File: config.mk
export PLATFORM = sky130hd
export DESIGN_NAME = page_perm_eval
export DESIGN_NICKNAME = d
export VERILOG_FILES = /design/src/rtl/ppev_pkg.sv /design/src/rtl/ppev_pp_table.sv /design/src/rtl/ppev_mask_eval.sv /design/src/rtl/ppev_verdict.sv /design/src/rtl/page_perm_eval.sv
export SDC_FILE = /design/constraint.sdc
export NUM_CORES = 1
export LEC_CHECK = 0
export CAP_MARGIN = 40
export CORE_AREA = 2 2 83 85
export DETAILED_ROUTE_END_ITERATION = 10
export DIE_AREA = 0 0 85 87
export GPL_TIMING_DRIVEN = 0
export PLACE_DENSITY = 0.84
export SETUP_SLACK_MARGIN = 0.15
export SLEW_MARGIN = 20
export SYNTH_ARGS = -nofsm -noshare
export SYNTH_HDL_FRONTEND = slang
export SYNTH_SLANG_ARGS = --single-unit
File: constraint.sdc
create_clock -name clk -period 5.4 [get_ports clk]
set_input_delay 0.81 -clock clk [delete_from_list [all_inputs] [get_ports clk]]
set_output_delay 0.81 -clock clk [all_outputs]
set_load 0.05 [all_outputs]
File: src/rtl/ppev_pkg.sv
// Package for the page access permission evaluator.
// Holds the shared widths, the entry bit positions the logic decodes,
// the access encoding and the permission-set type.
package ppev_pkg;
    localparam int PTE_W    = 64;
    localparam int KEY_W    = 5;
    localparam int NKEYS    = 1 << KEY_W;
    localparam int MASK_W   = 2 * NKEYS;

    // Positions of the entry fields that this block decodes
    localparam int POS_PP0  = 63;
    localparam int POS_PPLO = 0;
    localparam int POS_NX   = 2;
    localparam int POS_GRD  = 3;
    localparam int POS_CHG  = 7;
    localparam int POS_REF  = 8;
    localparam int POS_KLO  = 9;
    localparam int POS_KHI  = 60;

    typedef enum logic [1:0] {
        ACC_LOAD  = 2'd0,
        ACC_STORE = 2'd1,
        ACC_FETCH = 2'd2,
        ACC_NOFET = 2'd3
    } acc_e;

    typedef struct packed {
        logic r;
        logic w;
        logic x;
    } perm_t;

    localparam perm_t PERM_RWX = '{r: 1'b1, w: 1'b1, x: 1'b1};
    localparam perm_t PERM_RX  = '{r: 1'b1, w: 1'b0, x: 1'b1};
    localparam perm_t PERM_RW  = '{r: 1'b1, w: 1'b1, x: 1'b0};
    localparam perm_t PERM_NONE = '{r: 1'b0, w: 1'b0, x: 1'b0};

    typedef struct packed {
        perm_t perm;
        logic  grant;
        logic  nxg;
        logic  prot;
        logic  imsk;
        logic  dmsk;
        logic  store;
        logic  rc_upd;
        logic  ref_b;
        logic  chg_b;
    } verdict_t;
endpackage

File: src/rtl/ppev_pp_table.sv
// Protection-table source.
// Picks the segment key from the privilege level and maps the three-bit
// protection code to a permission set.
// Assumes the code is already assembled with the high-order bit on top.
module ppev_pp_table
    import ppev_pkg::*;
(
    input  logic       problem_state,
    input  logic       seg_kp,
    input  logic       seg_ks,
    input  logic [2:0] pp_code,
    output perm_t      pp_perm
);
    logic seg_key;

    // Key selection by privilege level
    always_comb begin
        seg_key = problem_state ? seg_kp : seg_ks;
    end

    // Code-to-permission table, one column per key value
    always_comb begin
        pp_perm = PERM_NONE;
        if (!seg_key) begin
            unique case (pp_code)
                3'd0, 3'd1, 3'd2: pp_perm = PERM_RWX;
                3'd3, 3'd6:       pp_perm = PERM_RX;
                default:          pp_perm = PERM_NONE;
            endcase
        end else begin
            unique case (pp_code)
                3'd2:       pp_perm = PERM_RWX;
                3'd1, 3'd3: pp_perm = PERM_RX;
                default:    pp_perm = PERM_NONE;
            endcase
        end
    end
endmodule

File: src/rtl/ppev_mask_eval.sv
// Authority-mask source.
// Splits both mask registers into per-key two-bit fields. Key k owns
// bits 2*(NKEYS-1-k)+1 : 2*(NKEYS-1-k). Returns the permission set left
// after the data and instruction masks.
// Assumes key_mode 0 means masks are absent, and 1 means the data mask only.
module ppev_mask_eval
    import ppev_pkg::*;
#(
    parameter int KW = KEY_W,
    localparam int NK = 1 << KW,
    localparam int MW = 2 * NK
) (
    input  logic [KW-1:0] page_key,
    input  logic [MW-1:0] dmask,
    input  logic [MW-1:0] imask,
    input  logic [1:0]    key_mode,
    output perm_t         mask_perm
);
    logic [1:0] dfld [NK];
    logic [1:0] ifld [NK];

    // Per-key field extraction; key 0 sits in the top two bits
    for (genvar k = 0; k < NK; k++) begin : g_key
        assign dfld[k] = dmask[2*(NK-1-k) +: 2];
        assign ifld[k] = imask[2*(NK-1-k) +: 2];
    end

    logic [1:0] dsel;
    logic [1:0] isel;

    // Select the fields of the current page key
    always_comb begin
        dsel = dfld[page_key];
        isel = ifld[page_key];
    end

    // Remove rights according to the mode and the selected fields
    always_comb begin
        mask_perm = PERM_RWX;
        if (key_mode != 2'd0) begin
            if (dsel[1]) mask_perm.w = 1'b0;
            if (dsel[0]) mask_perm.r = 1'b0;
            if (key_mode[1] && isel[0]) mask_perm.x = 1'b0;
        end
    end
endmodule

File: src/rtl/ppev_verdict.sv
// Decision and cause logic.
// ANDs the three permission sets, decides the grant, attributes a refusal
// to its sources and forms the referenced/changed write-back.
// Assumes the entry bits for referenced and changed arrive as inputs.
module ppev_verdict
    import ppev_pkg::*;
(
    input  logic [1:0] acc_type,
    input  perm_t      pp_perm,
    input  perm_t      nx_perm,
    input  perm_t      mask_perm,
    input  logic       old_ref,
    input  logic       old_chg,
    output verdict_t   vd
);
    perm_t need;
    perm_t all_perm;
    logic  is_fetch;
    logic  is_store;
    logic  denied;

    // Right needed by the access, and the combined set
    always_comb begin
        is_fetch = acc_type[1];
        is_store = (acc_type == ACC_STORE);
        unique case (acc_type)
            ACC_LOAD:  need = '{r: 1'b1, w: 1'b0, x: 1'b0};
            ACC_STORE: need = '{r: 1'b0, w: 1'b1, x: 1'b0};
            default:   need = '{r: 1'b0, w: 1'b0, x: 1'b1};
        endcase
        all_perm = pp_perm & nx_perm & mask_perm;
        denied   = ((need & ~all_perm) != 3'b000) || (acc_type == ACC_NOFET);
    end

    // Verdict, refusal causes and write-back bits
    always_comb begin
        vd        = '0;
        vd.perm   = all_perm;
        vd.grant  = !denied;
        vd.ref_b  = old_ref;
        vd.chg_b  = old_chg;
        if (denied) begin
            if (is_fetch) begin
                vd.nxg  = !nx_perm.x;
                vd.prot = nx_perm.x && !pp_perm.x;
                vd.imsk = !mask_perm.x;
            end else begin
                vd.prot  = ((need & ~pp_perm) != 3'b000);
                vd.dmsk  = ((need & ~mask_perm) != 3'b000);
                vd.store = is_store;
            end
        end else begin
            vd.ref_b  = 1'b1;
            vd.chg_b  = old_chg || is_store;
            vd.rc_upd = !old_ref || (is_store && !old_chg);
            if (!is_store) vd.perm.w = 1'b0;
        end
    end
endmodule

File: src/rtl/page_perm_eval.sv
// Page access permission evaluator, top level.
// Assembles the protection code and the page key from the entry, runs the
// three permission sources and the verdict logic, and registers the result.
// Assumes a synchronous active-low reset that clears all outputs.
module page_perm_eval
    import ppev_pkg::*;
(
    input  logic                clk,
    input  logic                rst_n,
    input  logic [1:0]          acc_type,
    input  logic                problem_state,
    input  logic                seg_kp,
    input  logic                seg_ks,
    input  logic [PTE_W-1:0]    pte_lo,
    input  logic [MASK_W-1:0]   dmask,
    input  logic [MASK_W-1:0]   imask,
    input  logic [1:0]          key_mode,
    output logic                perm_r,
    output logic                perm_w,
    output logic                perm_x,
    output logic                grant,
    output logic                flt_nxg,
    output logic                flt_prot,
    output logic                flt_imask,
    output logic                flt_dmask,
    output logic                flt_store,
    output logic                rc_update,
    output logic                ref_bit,
    output logic                chg_bit
);
    logic [2:0]       pp_code;
    logic [KEY_W-1:0] page_key;
    perm_t            pp_perm;
    perm_t            nx_perm;
    perm_t            mask_perm;
    verdict_t         vd_d;
    verdict_t         vd_q;
    logic             vld_q;

    // Field assembly from the entry
    always_comb begin
        pp_code  = {pte_lo[POS_PP0], pte_lo[POS_PPLO +: 2]};
        page_key = {pte_lo[POS_KHI +: 2], pte_lo[POS_KLO +: 3]};
        nx_perm  = (pte_lo[POS_NX] || pte_lo[POS_GRD]) ? PERM_RW : PERM_RWX;
    end

    ppev_pp_table u_pp (
        .problem_state (problem_state),
        .seg_kp        (seg_kp),
        .seg_ks        (seg_ks),
        .pp_code       (pp_code),
        .pp_perm       (pp_perm)
    );

    ppev_mask_eval #(.KW(KEY_W)) u_mask (
        .page_key  (page_key),
        .dmask     (dmask),
        .imask     (imask),
        .key_mode  (key_mode),
        .mask_perm (mask_perm)
    );

    ppev_verdict u_vd (
        .acc_type  (acc_type),
        .pp_perm   (pp_perm),
        .nx_perm   (nx_perm),
        .mask_perm (mask_perm),
        .old_ref   (pte_lo[POS_REF]),
        .old_chg   (pte_lo[POS_CHG]),
        .vd        (vd_d)
    );

    // Result register and a flag marking that it holds a real result
    always_ff @(posedge clk) begin
        if (!rst_n) begin
            vd_q  <= '0;
            vld_q <= 1'b0;
        end else begin
            vd_q  <= vd_d;
            vld_q <= 1'b1;
        end
    end

    // Output mapping
    always_comb begin
        perm_r    = vd_q.perm.r;
        perm_w    = vd_q.perm.w;
        perm_x    = vd_q.perm.x;
        grant     = vd_q.grant;
        flt_nxg   = vd_q.nxg;
        flt_prot  = vd_q.prot;
        flt_imask = vd_q.imsk;
        flt_dmask = vd_q.dmsk;
        flt_store = vd_q.store;
        rc_update = vd_q.rc_upd;
        ref_bit   = vd_q.ref_b;
        chg_bit   = vd_q.chg_b;
    end

    AST_GRANT_CLEAN: assert property (@(posedge clk) disable iff (!rst_n)
        grant |-> !(flt_nxg || flt_prot || flt_imask || flt_dmask || flt_store));
    AST_REF_ON_GRANT: assert property (@(posedge clk) disable iff (!rst_n)
        grant |-> ref_bit);
    AST_NONSTORE_NO_W: assert property (@(posedge clk) disable iff (!rst_n)
        (vld_q && grant && $past(acc_type) != ACC_STORE) |-> !perm_w);
    AST_NXG_NO_EXEC: assert property (@(posedge clk) disable iff (!rst_n)
        (vld_q && $past(pte_lo[POS_NX] || pte_lo[POS_GRD])) |-> !perm_x);
    AST_FETCH_CAUSE_EXCL: assert property (@(posedge clk) disable iff (!rst_n)
        !(flt_nxg && flt_prot));
    AST_DATA_NO_FETCH_CAUSE: assert property (@(posedge clk) disable iff (!rst_n)
        (vld_q && !$past(acc_type[1])) |-> !(flt_nxg || flt_imask));
    AST_MODE0_NO_MASK: assert property (@(posedge clk) disable iff (!rst_n)
        (vld_q && $past(key_mode) == 2'd0) |-> !(flt_imask || flt_dmask));
endmodule

==> results of run 1 <==
[tightest hold or removal path, cell delays in order]
cell and delay, ns:
clkdlybuf4s50_1 0.43, inv_1 0.07, a21oi_1 0.05
[sequential cells by signal, summed over array words and instances (netlist names)]
name       flops
chg_bit        1
flt_dmask      1
flt_imask      1
flt_nxg        1
flt_prot       1
flt_store      1
grant          1
perm_r         1
perm_w         1
perm_x         1
rc_update      1
ref_bit        1
[cell usage after synthesis (2+ instances only)]
cell type  count  area [µm²]
mux2i_1       22         220
dfxtp_1       12         240
mux4_1        10         263
nor2_1        10        37.5
a21oi_1        9        45.0
a22oi_1        8        60.1
nand2_1        6        22.5
buf_2          5        25.0
inv_1          5        18.8
nor2b_1        5        31.3
mux4_2         4        90.1
nand2b_1       4        25.0
buf_12         3        60.1
mux2_2         3        33.8
o21ai_0        3        15.0
nand3_1        2        10.0
nor3_1         2        10.0
[area by class of cell]
type                            instances  area (µm²)  area share (%)
Multi-Input combinational cell        111        1110            38.7
Timing Repair Buffer                  125        1250            43.5
Clock buffer                            4        55.1            1.92
Sequential cell                        12         240            8.36
Tap cell                               80         100            3.48
Inverter                                5        18.8           0.653
Buffer                                  9        96.3            3.35
[power by group]
part / leakage (µW) / internal, µW / switching, µW
Sequential: 0.0000985 / 93.3 / 1.02
Combinational: 0.00100 / 129 / 74.2
Clock: 0.0000288 / 64.3 / 32.3
Total: 0.00113 / 286 / 108
[worst max-delay path by stage]
stage	slack (ns)	cells past startpoint	start	endpoint
5_1_grt	2.35	7	imask[60]	perm_w
3_3_place_gp	2.22	7	imask[60]	perm_w
3_5_place_dp	2.25	7	imask[60]	perm_w
4_1_cts	2.47	7	imask[60]	perm_w
6_report	2.49	7	imask[60]	perm_w
2_1_floorplan	2.82	8	pte_lo[9]	perm_w
[through the flow]
step                total power (µW)  setup WS (ns)  std cells  hold WS, ns
CTS                              398           2.47        346         1.17
global route                     416           2.35        346         1.19
detailed placement               301           2.25        342         1.41
finish                           394           2.49        346         1.17
floorplan                        193           2.82        137        0.889
global placement                 298           2.22        342         1.39
[metal layers]
layer | track usage (%) | share of wire, %
met2 | 26.4 | 52
met1 | 15.7 | 39
met3 | 2.09 | 7.2
met4 | 3.75 | 1.5
met5 | 0 | 0
[cell families after synthesis]
family,Yosys count
flip-flops,12
AO/OA/AOI/OAI,33
AND/OR/NAND/NOR,39
multiplexers,39
buffers and inverters,14
==> flow_metrics.env, run 1 <==
export IMPL_synth_top_family_by_area="multiplexers"
export IMPL_io_pins=213
export IMPL_endpoint_kind="flop"
export IMPL_hold_viol=0
export IMPL_critPathArrivalTime_ns=3.04
export IMPL_routed_wirelength_um=5180
export IMPL_drv_slew=0
export IMPL_synthXorXnorAreaFrac_pct=0
export IMPL_fin_area_um2=2870
export IMPL_cp_max_fo=5
export IMPL_cts_tree="built"
export IMPL_synth_async_sr_flop_share_pct=0
export IMPL_layout_common_cells="125 x clkdlybuf4s50_1, 22 x mux2i_1, 12 x dfxtp_1, 10 x mux4_1, 10 x nor2_1"
export IMPL_timing_final_crit_share_pct=53.9
export IMPL_vias=1653
export IMPL_drive_above_1_share_pct=10.9
export IMPL_firstDrtPassIters=4
export IMPL_cts_hold_buf=0
export IMPL_cp_buffers_inverters=1
export IMPL_status="completed"
export IMPL_placed_cell_area_um2=2820
export IMPL_synth_edff_count=0
export IMPL_drc=0
export IMPL_post_route_min_period_ns=2.91
export IMPL_grt_pass1_vias=1839
export IMPL_syn_nets=338
export IMPL_vdd_drop_max_mv=0.0826
export IMPL_cts_resized=0
export IMPL_cp_cell_sequence="clkdlybuf4s50_1 -> mux4_1 -> nor2b_1 -> a2111oi_0 -> a2111o_1 -> a2bb2oi_4 -> and3_1"
export IMPL_syn_avg_cell_area_um2=10.7
export IMPL_p_per_area_nw_per_um2=137
export IMPL_yosysWarningCount=0
export IMPL_dpl_hpwl_um=4520
export IMPL_ys_dominant_reg_cell="dfxtp_1"
export IMPL_std_cell_rows=30
export IMPL_seq_area_frac_synth_pct=16.4
export IMPL_cts_buffer_depth=2
export IMPL_antenna_found_initial=0
export IMPL_gp_congestion=0.672
export IMPL_syn_to_final_growth_pct=95.8
export IMPL_leakagePower_uw=0.00113
export IMPL_clock_fmax_mhz=344
export IMPL_whs_endpoint="chg_bit"
export IMPL_final_util_pct=43.8
export IMPL_coreArea_um2=6570
export IMPL_rsz0062_at_grt="false"
export IMPL_htreeDepth=1
export IMPL_post_cts_buffers=0
export IMPL_drv_cap=0
export IMPL_via_per_inst=4.78
export IMPL_diodes=0
export IMPL_synth_area_um2=1470
export IMPL_syn_inst=137
export IMPL_cp_required_ns=5.53
export IMPL_grt_pass1_wl_um=8180
export IMPL_n_fill_cell=636
export IMPL_tightestPinTransition_ns=0.687
export IMPL_synth_area_mux_share_pct=41.3
export IMPL_worstHoldStart="pte_lo[7]"
export IMPL_die_x_um=85
export IMPL_synthDistinctLibCells=41
export IMPL_drtAntennaViolNets=0
export IMPL_slew_headroom_pct=53.0
export IMPL_hp_class="in -> reg"
export IMPL_start_util_pct=22.3
export IMPL_synth_compound_area_share_pct=18.7
export IMPL_grt_start_max_net_pins=11
export IMPL_port_buffers=125
export IMPL_fin_nets=468
export IMPL_chipHeight_um=87
export IMPL_ys_seq_elements=12
export IMPL_grt_usage_pct=13.8
export IMPL_crit_slowest_cell="a2111oi_0"
export IMPL_synth_fa_ha_area_share_pct=0
export IMPL_whs_path_depth=3
export IMPL_cp_start_kind="input port"
export IMPL_worstSetupPathType="in -> reg"
export IMPL_mostFrequentLayoutCell="clkdlybuf4s50_1"
export IMPL_drt_iter0_drc=49
export IMPL_overflow=0
export IMPL_critPathMaxStageDelay_ns=0.64
export IMPL_setup_viol=0
export IMPL_cts_made_buffers=3
export IMPL_clkSlewWorstSetupHoldPaths_ns=0.05
export IMPL_fin_tns_setup_ns=0
export IMPL_avgRoutedWirePerCell_um=15.0
export IMPL_synth_simple_area_share_pct=15.8
export IMPL_clockRootBuffer="clkbuf_8"
export IMPL_crit_family="compound AO/OA/AOI/OAI gates"
export IMPL_cts_sinks=12
export IMPL_dieArea_um2=7400
Power figures use the tool's default switching activity.
==> run 2, diff against run 1 <==
--- a/config.mk
+++ b/config.mk
@@ -6,11 +6,11 @@
 export NUM_CORES = 1
 export LEC_CHECK = 0
 export CAP_MARGIN = 40
-export CORE_AREA = 2 2 83 85
+export CORE_AREA = 2 2 82 84
 export DETAILED_ROUTE_END_ITERATION = 10
-export DIE_AREA = 0 0 85 87
+export DIE_AREA = 0 0 84 86
 export GPL_TIMING_DRIVEN = 0
-export PLACE_DENSITY = 0.84
+export PLACE_DENSITY = 0.86
 export SETUP_SLACK_MARGIN = 0.15
 export SLEW_MARGIN = 20
 export SYNTH_ARGS = -nofsm -noshare
==> constraint.sdc (replaced) <==
create_clock -name clk -period 2.85 [get_ports clk]
set_input_delay 0.4275 -clock clk [delete_from_list [all_inputs] [get_ports clk]]
set_output_delay 0.4275 -clock clk [all_outputs]
set_load 0.05 [all_outputs]
==> run 2 against run 1 <==
Global-route usage down 0.62 points. First-iteration DRC count down 27%. Setup slack got worse by 2.1 ns.
==> flow_metrics.env, run 2 (same netlist as run 1, synthesis figures left out) <==
export IMPL_start_util_pct=23.4
export IMPL_routed_wirelength_um=4990
export IMPL_gp_congestion=0.756
export IMPL_cp_required_ns=2.98
export IMPL_whs_path_depth=3
export IMPL_vdd_drop_max_mv=0.132
export IMPL_std_cell_rows=29
export IMPL_fin_nets=468
export IMPL_overflow=0
export IMPL_grt_pass1_vias=1715
export IMPL_status="completed"
export IMPL_syn_to_final_growth_pct=95.6
export IMPL_clockRootBuffer="clkbuf_8"
export IMPL_grt_usage_pct=13.1
export IMPL_htreeDepth=1
export IMPL_mostFrequentLayoutCell="clkdlybuf4s50_1"
export IMPL_drv_slew=0
export IMPL_n_fill_cell=585
export IMPL_hold_ws_ns=0.772
export IMPL_cts_sinks=12
export IMPL_dieArea_um2=7220
export IMPL_coreArea_um2=6280
export IMPL_met3_length_um=332
export IMPL_register_area_um2=240
export IMPL_p_per_area_nw_per_um2=261
export IMPL_grt_pass1_wl_um=7730
export IMPL_drtAntennaViolNets=0
export IMPL_timing_final_crit_share_pct=85.8
export IMPL_io_pins=213
export IMPL_rsz0062_at_grt="false"
export IMPL_dpl_hpwl_um=4470
export IMPL_slew_headroom_pct=61.1
export IMPL_drive_above_1_share_pct=10.9
export IMPL_final_util_pct=45.7
export IMPL_layout_common_cells="125 x clkdlybuf4s50_1, 22 x mux2i_1, 12 x dfxtp_1, 10 x mux4_1, 10 x nor2_1"
export IMPL_cts_resized=0
export IMPL_cts_buffer_depth=2
export IMPL_avgRoutedWirePerCell_um=14.5
export IMPL_grt_start_max_net_pins=11
export IMPL_post_cts_buffers=0
export IMPL_port_buffers=125
export IMPL_diodes=0
export IMPL_firstDrtPassIters=4
export IMPL_crit_slowest_cell="a2111oi_0"
export IMPL_highest_layer="met4"
export IMPL_dp_cells=339
export IMPL_cts_made_buffers=3
export IMPL_instances_no_fill=343
export IMPL_leakagePower_uw=0.00113
export IMPL_fin_tns_setup_ns=0
export IMPL_cp_start_kind="input port"
export IMPL_setup_viol=0
export IMPL_drc=0
export IMPL_hold_viol=0
export IMPL_cp_cell_sequence="clkdlybuf4s50_1 -> mux4_1 -> nor2b_1 -> a2111oi_0 -> a2111o_1 -> a2bb2oi_4 -> and3_1"
export IMPL_via_per_inst=4.83
export IMPL_cts_hold_buf=0
export IMPL_critPathMaxStageDelay_ns=0.51
export IMPL_tightestPinTransition_ns=0.579
export IMPL_vias=1657
export IMPL_cts_tree="built"
export IMPL_die_x_um=84
export IMPL_wl_met1_um=1900
export IMPL_met2WireLength_um=2670
export IMPL_drv_cap=0
export IMPL_worstSetupPathType="in -> reg"
export IMPL_cp_max_fo=5
export IMPL_antenna_found_initial=0
export IMPL_clkSlewWorstSetupHoldPaths_ns=0.05
export IMPL_chipHeight_um=86
export IMPL_multi_input_area_um2=1110
export IMPL_endpoint_kind="flop"
export IMPL_post_route_min_period_ns=2.44
export IMPL_drt_iter0_drc=36
export IMPL_hp_class="in -> reg"
export IMPL_critPathArrivalTime_ns=2.58
export IMPL_clock_fmax_mhz=409
-- run 2: cell counts in the layout (fill, tap and decap cells not counted) --
Identical to the previous run, type by type.
-- run 2: report_power, final --
part / switching, µW / total (µW) / internal (µW)
sequential: 2.34 / 179 / 177
clock: 62.0 / 184 / 122
combinational: 141 / 385 / 244
total: 206 / 748 / 543
-- run 2: final timing paths --
kind,startpoint,end,slack (ns)
hold / removal,pte_lo[7],chg_bit,0.77
setup / recovery,imask[60],perm_w,0.41
-- run 2: metrics by stage --
stage	instance area (µm²)	setup slack [ns]	power, µW
floorplan	1470	0.648	365
global placement	2820	0.149	564
detailed placement	2820	0.105	571
CTS	2870	0.332	754
global route	2870	0.179	781
finish	2870	0.406	748
-- run 2: final cells by class --
cell class                 count  share of cell area [%]
inverter                       5                   0.654
timing repair buffer         125                    43.6
multi-input combinational    111                    38.8
buffer                         9                    3.36
sequential                    12                    8.37
clock buffer                   4                    1.92
tap                           77                    3.36
-- run 2: metal layers --
metal,GRT usage (%),up-vias
met4,3.23,0
met2,26.2,81
met3,1.92,8
met1,14.5,756
li1,-,812
met5,0,-
-- run 2: critical path: cells and delay by family --
kind,cells,cell delay (ns)
AOI/OAI and AO/OA,3,0.91
buffers and inverters,1,0.40
muxes,1,0.49
and+or+nand+nor,2,0.33
==> run 3, diff against run 2 <==
--- a/config.mk
+++ b/config.mk
@@ -10,7 +10,7 @@
 export DETAILED_ROUTE_END_ITERATION = 10
 export DIE_AREA = 0 0 84 86
 export GPL_TIMING_DRIVEN = 0
-export PLACE_DENSITY = 0.86
+export PLACE_DENSITY = 0.82
 export SETUP_SLACK_MARGIN = 0.15
 export SLEW_MARGIN = 20
 export SYNTH_ARGS = -nofsm -noshare
==> run 3 against run 2 <==
Total power is 0.25% lower. Largest power group unchanged. Combinational power hardly changed. Count of clock-buffer cells in the layout stayed put. Critical path type unchanged. Global-route usage is 0.71 points higher.
==> flow_metrics.env, run 3 (same netlist as run 1, synthesis figures left out) <==
export IMPL_pwr_share_clk_pct=24.5
export IMPL_io_pins=213
export IMPL_drc=0
export IMPL_coreArea_um2=6280
export IMPL_rsz0062_at_grt="false"
export IMPL_power_total_uw=747
export IMPL_cts_hold_buf=0
export IMPL_vdd_drop_max_mv=0.209
export IMPL_hp_class="in -> reg"
export IMPL_port_buffers=125
export IMPL_timing_final_crit_share_pct=85.7
export IMPL_cts_resized=0
export IMPL_syn_to_final_growth_pct=95.6
export IMPL_grt_usage_pct=13.8
export IMPL_switchingPower_uw=204
export IMPL_via_per_inst=4.86
export IMPL_fin_nets=468
export IMPL_crit_family="simple AND/OR/NAND/NOR gates"
export IMPL_grt_start_max_net_pins=11
export IMPL_setup_viol=0
export IMPL_met3_length_um=374
export IMPL_worstSetupPathType="in -> reg"
export IMPL_highest_layer="met4"
export IMPL_cp_start_kind="input port"
export IMPL_crit_slowest_cell="nor4_1"
export IMPL_slew_headroom_pct=60.1
export IMPL_instances_no_fill=343
export IMPL_drive_above_1_share_pct=10.9
export IMPL_endpoint_kind="flop"
export IMPL_clockRootBuffer="clkbuf_8"
export IMPL_clkSlewWorstSetupHoldPaths_ns=0.05
export IMPL_drv_slew=0
export IMPL_diodes=0
export IMPL_swShare_pct=27.3
export IMPL_chipHeight_um=86
export IMPL_cts_tree="built"
export IMPL_drv_cap=0
export IMPL_tightestPinTransition_ns=0.593
export IMPL_critPathArrivalTime_ns=2.60
export IMPL_met2WireLength_um=2750
export IMPL_std_cell_rows=29
export IMPL_cts_buffer_depth=2
export IMPL_cp_required_ns=3.01
export IMPL_die_x_um=84
export IMPL_firstDrtPassIters=4
export IMPL_post_cts_buffers=0
export IMPL_cp_cell_sequence="clkdlybuf4s50_1 -> buf_2 -> mux4_1 -> nand2_1 -> o211a_1 -> nor4_1 -> and2b_1 -> nor4b_4"
export IMPL_drtAntennaViolNets=0
export IMPL_grt_pass1_vias=1785
export IMPL_routed_wirelength_um=5060
export IMPL_n_fill_cell=574
export IMPL_gp_congestion=0.816
export IMPL_p_comb_share_pct=51.5
export IMPL_avgRoutedWirePerCell_um=14.7
export IMPL_htreeDepth=1
export IMPL_antenna_found_initial=0
export IMPL_critPathMaxStageDelay_ns=0.54
export IMPL_cp_max_fo=10
export IMPL_start_util_pct=23.4
export IMPL_dp_cells=339
export IMPL_leakagePower_uw=0.00113
export IMPL_cp_buffers_inverters=2
export IMPL_cts_sinks=12
export IMPL_p_int_uw=542
export IMPL_fin_tns_setup_ns=0
export IMPL_hold_viol=0
export IMPL_clock_fmax_mhz=410
export IMPL_cts_made_buffers=3
export IMPL_vias=1667
export IMPL_drt_iter0_drc=48
export IMPL_grt_pass1_wl_um=8160
export IMPL_wl_met1_um=1870
export IMPL_status="completed"
export IMPL_mostFrequentLayoutCell="clkdlybuf4s50_1"
export IMPL_layout_common_cells="125 x clkdlybuf4s50_1, 22 x mux2i_1, 12 x dfxtp_1, 10 x mux4_1, 10 x nor2_1"
export IMPL_overflow=0
export IMPL_p_per_area_nw_per_um2=260
export IMPL_pwr_share_seq_pct=24.0
export IMPL_dpl_hpwl_um=4450
export IMPL_post_route_min_period_ns=2.44
export IMPL_dieArea_um2=7220
-- run 3: through the flow --
step	utilization [%]	worst slack (ns)	instance area (µm²)	hold WS [ns]
2_1_floorplan	-	0.648	1470	0.507
3_3_place_gp	44.8	0.152	2820	1.01
3_5_place_dp	44.8	0.115	2820	1.01
4_1_cts	45.7	0.368	2870	0.758
5_1_grt	45.7	0.156	2870	0.782
6_report	45.7	0.409	2870	0.766
-- run 3: path summary, 6_finish.rpt --
path                  startpoint         to  cells after the start
worst max-delay path  pte_lo[60]  flt_store                      8
worst min-delay path   pte_lo[7]    chg_bit                      3
-- run 3: cell type report --
type | count | area, µm² | area share, %
multi-input cells | 111 | 1110 | 38.8
flip-flops and latches | 12 | 240 | 8.37
plain buffers | 9 | 96.3 | 3.36
clock buffers | 4 | 55.1 | 1.92
well taps | 77 | 96.3 | 3.36
repair buffers | 125 | 1250 | 43.6
inverters | 5 | 18.8 | 0.654
-- run 3: power groups by stage --
stage                     sequential, µW  clock [µW]  combinational (µW)
after floorplan                      214           0                 152
after global placement               183           0                 382
after CTS                            179         188                 389
after global routing                 180         198                 411
final                                179         183                 385
after detailed placement             183           0                 388
-- run 3: metal layers --
layer	GRT usage, %	vias up
met2	28.0	82
met5	0	-
li1	-	806
met1	14.7	773
met4	3.23	0
met3	2.60	6
